==> src/rtl/tt_pkg.sv <==
package tt_pkg;
  localparam int unsigned TT_CNT_W   = 16;
  localparam int unsigned TT_SEL_W   = 3;
  localparam int unsigned TT_NUM_RES = 6;

  typedef enum logic [0:0] {
    SLOT_SOM = 1'b0,
    SLOT_EOM = 1'b1
  } slot_e;
endpackage

==> src/rtl/tt_prescaler.sv <==
module tt_prescaler #(
  parameter int unsigned SEL_W   = tt_pkg::TT_SEL_W,
  parameter int unsigned NUM_RES = tt_pkg::TT_NUM_RES
) (
  input  logic             clk,
  input  logic             rst_ni,
  input  logic             tick_i,
  input  logic [SEL_W-1:0] sel_i,
  output logic             adv_o
);
  localparam int unsigned PRE_W = NUM_RES;
  localparam int unsigned IDX_W = (NUM_RES > 1) ? $clog2(NUM_RES) : 1;

  logic [PRE_W-1:0] lim_tab [NUM_RES];

  // Terminal value per resolution: 2^(g+1) ticks per step.
  for (genvar g = 0; g < NUM_RES; g++) begin : g_lim
    assign lim_tab[g] = PRE_W'((1 << (g + 1)) - 1);
  end

  logic [PRE_W-1:0] pcnt_q, pcnt_d;
  logic [SEL_W-1:0] sel_q;
  logic [IDX_W-1:0] eff_idx;
  logic             sel_chg;
  logic             hit;

  always_comb begin
    if (sel_i >= SEL_W'(NUM_RES)) eff_idx = IDX_W'(NUM_RES - 1);
    else                          eff_idx = IDX_W'(sel_i);
  end

  assign sel_chg = (sel_i != sel_q);
  assign hit     = tick_i && (pcnt_q == lim_tab[eff_idx]);

  always_comb begin
    pcnt_d = pcnt_q;
    if (sel_chg)     pcnt_d = '0;
    else if (hit)    pcnt_d = '0;
    else if (tick_i) pcnt_d = pcnt_q + PRE_W'(1);
  end

  assign adv_o = hit && !sel_chg;

  always_ff @(posedge clk or negedge rst_ni) begin
    if (!rst_ni) begin
      pcnt_q <= '0;
      sel_q  <= '0;
    end else begin
      if (sel_chg || tick_i) pcnt_q <= pcnt_d;
      if (sel_chg)           sel_q  <= sel_i;
    end
  end
endmodule

==> src/rtl/tt_counter.sv <==
module tt_counter #(
  parameter int unsigned CNT_W = tt_pkg::TT_CNT_W
) (
  input  logic             clk,
  input  logic             rst_ni,
  input  logic             adv_i,
  input  logic             sync_i,
  input  logic [CNT_W-1:0] sync_data_i,
  input  logic             lsb_keep_i,
  output logic [CNT_W-1:0] count_o
);
  logic [CNT_W-1:0] cnt_q, cnt_d;
  logic             cnt_en;

  assign cnt_en = sync_i || adv_i;

  always_comb begin
    cnt_d = cnt_q;
    if (sync_i) begin
      if (lsb_keep_i) cnt_d = {sync_data_i[CNT_W-1:1], cnt_q[0]};
      else            cnt_d = sync_data_i;
    end else if (adv_i) begin
      cnt_d = cnt_q + CNT_W'(1);
    end
  end

  always_ff @(posedge clk or negedge rst_ni) begin
    if (!rst_ni)     cnt_q <= '0;
    else if (cnt_en) cnt_q <= cnt_d;
  end

  assign count_o = cnt_q;
endmodule

==> src/rtl/tt_capture.sv <==
module tt_capture #(
  parameter int unsigned CNT_W = tt_pkg::TT_CNT_W
) (
  input  logic             clk,
  input  logic             rst_ni,
  input  logic             som_i,
  input  logic             eom_i,
  input  logic [CNT_W-1:0] count_i,
  output logic             cap_valid_o,
  output tt_pkg::slot_e    cap_slot_o,
  output logic [CNT_W-1:0] cap_value_o,
  output logic             pend_o
);
  import tt_pkg::*;

  logic             out_v_q, out_v_d;
  slot_e            out_s_q, out_s_d;
  logic [CNT_W-1:0] out_c_q, out_c_d;
  logic             hold_v_q, hold_v_d;
  slot_e            hold_s_q, hold_s_d;
  logic [CNT_W-1:0] hold_c_q, hold_c_d;
  logic             load_out, load_hold;

  always_comb begin
    out_v_d  = 1'b0;
    out_s_d  = out_s_q;
    out_c_d  = out_c_q;
    hold_v_d = 1'b0;
    hold_s_d = hold_s_q;
    hold_c_d = hold_c_q;
    if (hold_v_q) begin
      out_v_d = 1'b1;
      out_s_d = hold_s_q;
      out_c_d = hold_c_q;
      if (som_i) begin
        hold_v_d = 1'b1;
        hold_s_d = SLOT_SOM;
        hold_c_d = count_i;
      end else if (eom_i) begin
        hold_v_d = 1'b1;
        hold_s_d = SLOT_EOM;
        hold_c_d = count_i;
      end
    end else if (som_i) begin
      out_v_d = 1'b1;
      out_s_d = SLOT_SOM;
      out_c_d = count_i;
      if (eom_i) begin
        hold_v_d = 1'b1;
        hold_s_d = SLOT_EOM;
        hold_c_d = count_i;
      end
    end else if (eom_i) begin
      out_v_d = 1'b1;
      out_s_d = SLOT_EOM;
      out_c_d = count_i;
    end
  end

  assign load_out  = out_v_d;
  assign load_hold = hold_v_d;

  always_ff @(posedge clk or negedge rst_ni) begin
    if (!rst_ni) begin
      out_v_q  <= 1'b0;
      out_s_q  <= SLOT_SOM;
      out_c_q  <= '0;
      hold_v_q <= 1'b0;
      hold_s_q <= SLOT_SOM;
      hold_c_q <= '0;
    end else begin
      out_v_q  <= out_v_d;
      hold_v_q <= hold_v_d;
      if (load_out) begin
        out_s_q <= out_s_d;
        out_c_q <= out_c_d;
      end
      if (load_hold) begin
        hold_s_q <= hold_s_d;
        hold_c_q <= hold_c_d;
      end
    end
  end

  assign cap_valid_o = out_v_q;
  assign cap_slot_o  = out_s_q;
  assign cap_value_o = out_c_q;
  assign pend_o      = hold_v_q;
endmodule

==> src/rtl/msg_time_tag.sv <==
module msg_time_tag #(
  parameter int unsigned CNT_W   = tt_pkg::TT_CNT_W,
  parameter int unsigned SEL_W   = tt_pkg::TT_SEL_W,
  parameter int unsigned NUM_RES = tt_pkg::TT_NUM_RES
) (
  input  logic             clk,
  input  logic             rst_n,
  input  logic             tick_1us_i,
  input  logic [SEL_W-1:0] res_sel_i,
  input  logic             som_i,
  input  logic             eom_i,
  input  logic             sync_i,
  input  logic [CNT_W-1:0] sync_data_i,
  input  logic             lsb_keep_i,
  output logic [CNT_W-1:0] count_o,
  output logic             cap_valid_o,
  output logic             cap_slot_o,
  output logic [CNT_W-1:0] cap_value_o
);
  logic [1:0]     rst_pipe_q;
  logic           rst_sync_n;
  logic           adv_w;
  logic           pend_w;
  tt_pkg::slot_e  slot_w;

  always_ff @(posedge clk or negedge rst_n) begin
    if (!rst_n) rst_pipe_q <= 2'b00;
    else        rst_pipe_q <= {rst_pipe_q[0], 1'b1};
  end
  assign rst_sync_n = rst_pipe_q[1];

  tt_prescaler #(.SEL_W(SEL_W), .NUM_RES(NUM_RES)) pre_i (
    .clk    (clk),
    .rst_ni (rst_sync_n),
    .tick_i (tick_1us_i),
    .sel_i  (res_sel_i),
    .adv_o  (adv_w)
  );

  tt_counter #(.CNT_W(CNT_W)) cnt_i (
    .clk         (clk),
    .rst_ni      (rst_sync_n),
    .adv_i       (adv_w),
    .sync_i      (sync_i),
    .sync_data_i (sync_data_i),
    .lsb_keep_i  (lsb_keep_i),
    .count_o     (count_o)
  );

  tt_capture #(.CNT_W(CNT_W)) cap_i (
    .clk         (clk),
    .rst_ni      (rst_sync_n),
    .som_i       (som_i),
    .eom_i       (eom_i),
    .count_i     (count_o),
    .cap_valid_o (cap_valid_o),
    .cap_slot_o  (slot_w),
    .cap_value_o (cap_value_o),
    .pend_o      (pend_w)
  );

  assign cap_slot_o = slot_w;
endmodule

==> config.mk <==
export PLATFORM = sky130hd
export DESIGN_NAME = msg_time_tag
export DESIGN_NICKNAME = d
export VERILOG_FILES = /design/src/rtl/tt_pkg.sv /design/src/rtl/tt_prescaler.sv /design/src/rtl/tt_counter.sv /design/src/rtl/tt_capture.sv /design/src/rtl/msg_time_tag.sv
export SDC_FILE = /design/constraint.sdc
export NUM_CORES = 1
export LEC_CHECK = 0
export BUFFER_PORTS_ARGS = -buffer_cell sky130_fd_sc_hd__buf_2
export CORE_MARGIN = 2
export CORE_UTILIZATION = 39
export CTS_BUF_LIST = sky130_fd_sc_hd__clkbuf_4
export CTS_CLUSTER_SIZE = 20
export DETAILED_ROUTE_END_ITERATION = 8
export PLACE_DENSITY = 0.64
export SLEW_MARGIN = 20
export SYNTH_ARGS = -nofsm -noshare
export SYNTH_HDL_FRONTEND = slang
export SYNTH_HIERARCHICAL = 1
export SYNTH_SLANG_ARGS = --single-unit
==> constraint.sdc <==
create_clock -name clk -period 3.35 [get_ports clk]
set_input_delay 0.67 -clock clk [delete_from_list [all_inputs] [get_ports clk]]
set_output_delay 0.67 -clock clk [all_outputs]
set_load 0.005 [all_outputs]
==> results.yml <==
floorplanning:
  dieArea_sq_mm: 0.00895
  io_pins: 60
  fp-row-count: 33
  fp.dieH_um: 94.6
  die_w_um: 94.6
  core_sq_mm: 0.00809
  start_util_pct: 39.6
sta:
  period_share_pct: 76.3
  worst_pin_slew_ns: 0.786
  drv_slew: 0
  whs_ns: 0.346
  max_slew_margin_pct: 47.6
  min_period_ns: 2.56
  timing.fmax_mhz: 391
  final_hold_viol_count: 0
  fin_setup_tns_ns: 0
  rsz0062_at_grt: "false"
  clock_skew_ns: 0.0173
  setup_viol: 0
finish:
  final_cell_area_sq_mm: 0.00373
  syn2layout_area_growth_pct: 16.4
  nFillCells: 804
  layout-drive-gt1-share_pct: 33.7
  multi_input_area_sq_mm: 0.00145
  n_antenna_cell: 0
  regArea_sq_mm: 0.00158
  nNetsFinal: 373
synth:
  synth-main-ff-cell: "dfrtp_1"
  yosys_warnings: 6
  synth_fa_ha_area_share_pct: 1.21
  synth_top_family_by_area: "simple AND/OR/NAND/NOR gates"
  synth_area_leader_cell: "dfrtp_1"
  syn_inst: 291
  ys_types: 44
  synth_area_leaders: "dfrtp_1 49%, nand2_1 4.6%, o311ai_0 4.4%"
  synth_area_sq_mm: 0.00320
  synth_xor_area_share_pct: 6.72
  ys_ff_latch: 63
  yosys-mux-area-fraction_pct: 8.32
  synth_seq_area_share_pct: 49.2
  synth_simple_gate_area_share_pct: 19.1
  synth-edff-count: 0
  synth-async-reset-ratio_pct: 100
  synth-compound-area-share_pct: 9.96
  synth.top_cell.area_share_pct: 49.2
  syn-num-nets: 319
  syn_avg_cell_area_sq_um: 11.0
critical_path:
  reg2reg_slack_ns: 0.79
  r2r_end: "cnt_i/count_o[14]"
  path_cells: "xor2_1 > o31ai_1 > o211a_2 > and2_1 > nand4_2 > nor4_2 > xor2_1 > mux2_2"
  cp_common_cell: "xor2_1"
  start_kind: "flop"
  worstRegToRegCells: 8
  worstPathMaxFanout: 6
  slowest_delay_ns: 0.48
  arrival_ns: 2.86
  endpoint_kind: "flop"
  crit_type: "flop to flop"
  crit_start: "pre_i/pcnt_q[2]"
  cpMaxStageDelayCell: "dfrtp_1"
  required_ns: 3.66
  reg2reg_from: "pre_i/pcnt_q[2]"
clocking:
  clock_latency_ns: 0.42
  cts_buffers: 9
  post_cts_buffers: 0
  htreeDepth: 3
  cts.sinks: 63
  cts_tree: "built"
  clkTransAtPathRegs_ns: 0.12
  root_buffer: "clkbuf_4"
  max-clock-path-buffers: 2
detailed_routing:
  drcViolationCount: 0
  vias: 2353
  drt_wl_total_um: 6850
  wire_per_inst_um: 15.0
  dr.pass1.iters: 4
  vias_per_cell: 5.17
  ant_nets: 0
  drt_iter0_drc: 72
global_route:
  grt_max_degree: 54
  first_global_vias: 2259
  track_usage_pct: 16.4
  grt_overflow: 0
  antenna_found_initial: 1
  grt_pass1_wl_um: 11200
place:
  place_area_sq_mm: 0.00355
  place.port_buffers: 59
  dp_hpwl_um: 4770
  gp_congestion: 0.790
worst_hold_path:
  hold_class: "flop to asynchronous set/reset pin"
run_status:
  outcome: "finished, final reports clean"
run:
  maxCapViolations: 0
power:
  pwr_density_cell_mw_per_mm2: 498
  peakVddDrop_mv: 0.232
  p_leak_nw: 1.63
==> power breakdown <==
part	internal [mW]	leakage, nW	switching [mW]	total [mW]
clock	0.303	0.0802	0.303	0.607
sequential	0.860	0.769	0.0922	0.952
combinational	0.161	0.777	0.137	0.298
total	1.32	1.63	0.532	1.86
==> state kept, by name (all words and copies together) (netlist names) <==
register           flops
rst_pipe_q             2
cap_i/hold_s_q         1
cap_i/hold_c_q        16
pre_i/sel_q            3
cnt_i/count_o         16
cap_i/pend_o           1
cap_i/cap_value_o     16
cap_i/cap_slot_o       1
cap_i/cap_valid_o      1
pre_i/pcnt_q           6
==> routing by layer <==
| layer | GRT usage (%) | routed length [um] |
|---|---|---|
| met3 | 4.95 | 340 |
| met5 | 0 | 0 |
| met1 | 20.7 | 3060 |
| met4 | 6.16 | 129 |
| met2 | 26.5 | 3310 |
==> how the worst max path moves through the flow <==
stage / to / slack, ns / depth (start not counted)
6_report: cnt_i/count_o[14] / 0.79 / 8
5_1_grt: cnt_i/count_o[14] / 0.66 / 8
4_1_cts: cnt_i/count_o[14] / 0.77 / 8
3_5_place_dp: cnt_i/count_o[14] / 0.44 / 9
3_3_place_gp: cnt_i/count_o[14] / 0.54 / 9
2_1_floorplan: cnt_i/count_o[14] / 0.68 / 9
==> worst max-delay path: cells and delay by family, from the launching register on <==
kind             cells  cell delay, ns
AO/OA/AOI/OAI        2            0.52
XOR/XNOR             2            0.27
flip-flops           1            0.48
multiplexers         1            0.27
AND/OR/NAND/NOR      3            0.90
==> Yosys cell counts (8+ instances only) <==
| cell type | instances |
|---|---|
| xor2_1 | 9 |
| nand3_1 | 8 |
| dfrtp_1 | 63 |
| o311ai_0 | 16 |
| nand2_1 | 39 |
| inv_1 | 19 |
| xnor2_1 | 10 |
| or4b_1 | 10 |
| o21ai_0 | 15 |
| mux2_2 | 9 |
| clkbuf_1 | 14 |
| mux2_4 | 9 |
==> placed cells by master, fill, tap and decap left out, types with 6 or more instances in the layout <==
cell and count:
dfrtp_1 62, buf_2 59, nand2_1 39, inv_1 19, o311ai_0 16, o21ai_0 15
or4b_1 10, xnor2_1 10, mux2_4 9, mux2_2 9, clkbuf_4 9, xor2_1 9
nand3_1 8, nor2_1 6, or4b_2 6, nor3_1 6
==> what timing repair did <==
action                    in CTS  in global routing
hold endpoints to repair       0                  2
hold buffers                   0                  1
gates resized for setup        0                  0
==> cell families (layout without fill, tap and decap cells) <==
logic type      after synthesis  count (layout)
other cells                   1               1
simple gates                 97              97
buf+inv                      39              98
flops                        63              63
xor+xnor                     22              22
fa+ha+maj                     3               3
mux                          21              21
compound gates               45              45
==> cell type report <==
type,instances,area share (%)
Clock buffer,9,1.81
Clock inverter,7,2.59
Sequential cell,63,42.3
Multi-Input combinational cell,189,39.0
Timing Repair Buffer,63,8.80
Tap cell,105,3.53
Inverter,19,1.91
==> per-stage QoR <==
| stage | total power [mW] | setup WS, ns | util [%] | instances |
|---|---|---|---|---|
| finish | 1.86 | 0.794 | 46.0 | 455 |
| global route | 1.96 | 0.660 | 46.0 | 455 |
| CTS | 1.88 | 0.773 | 45.9 | 454 |
| detailed placement | 1.27 | 0.439 | 43.9 | 438 |
| global placement | 1.26 | 0.535 | 43.9 | 438 |
| floorplan | 1.15 | 0.678 | - | 291 |
(Power assumes the default switching activity.)
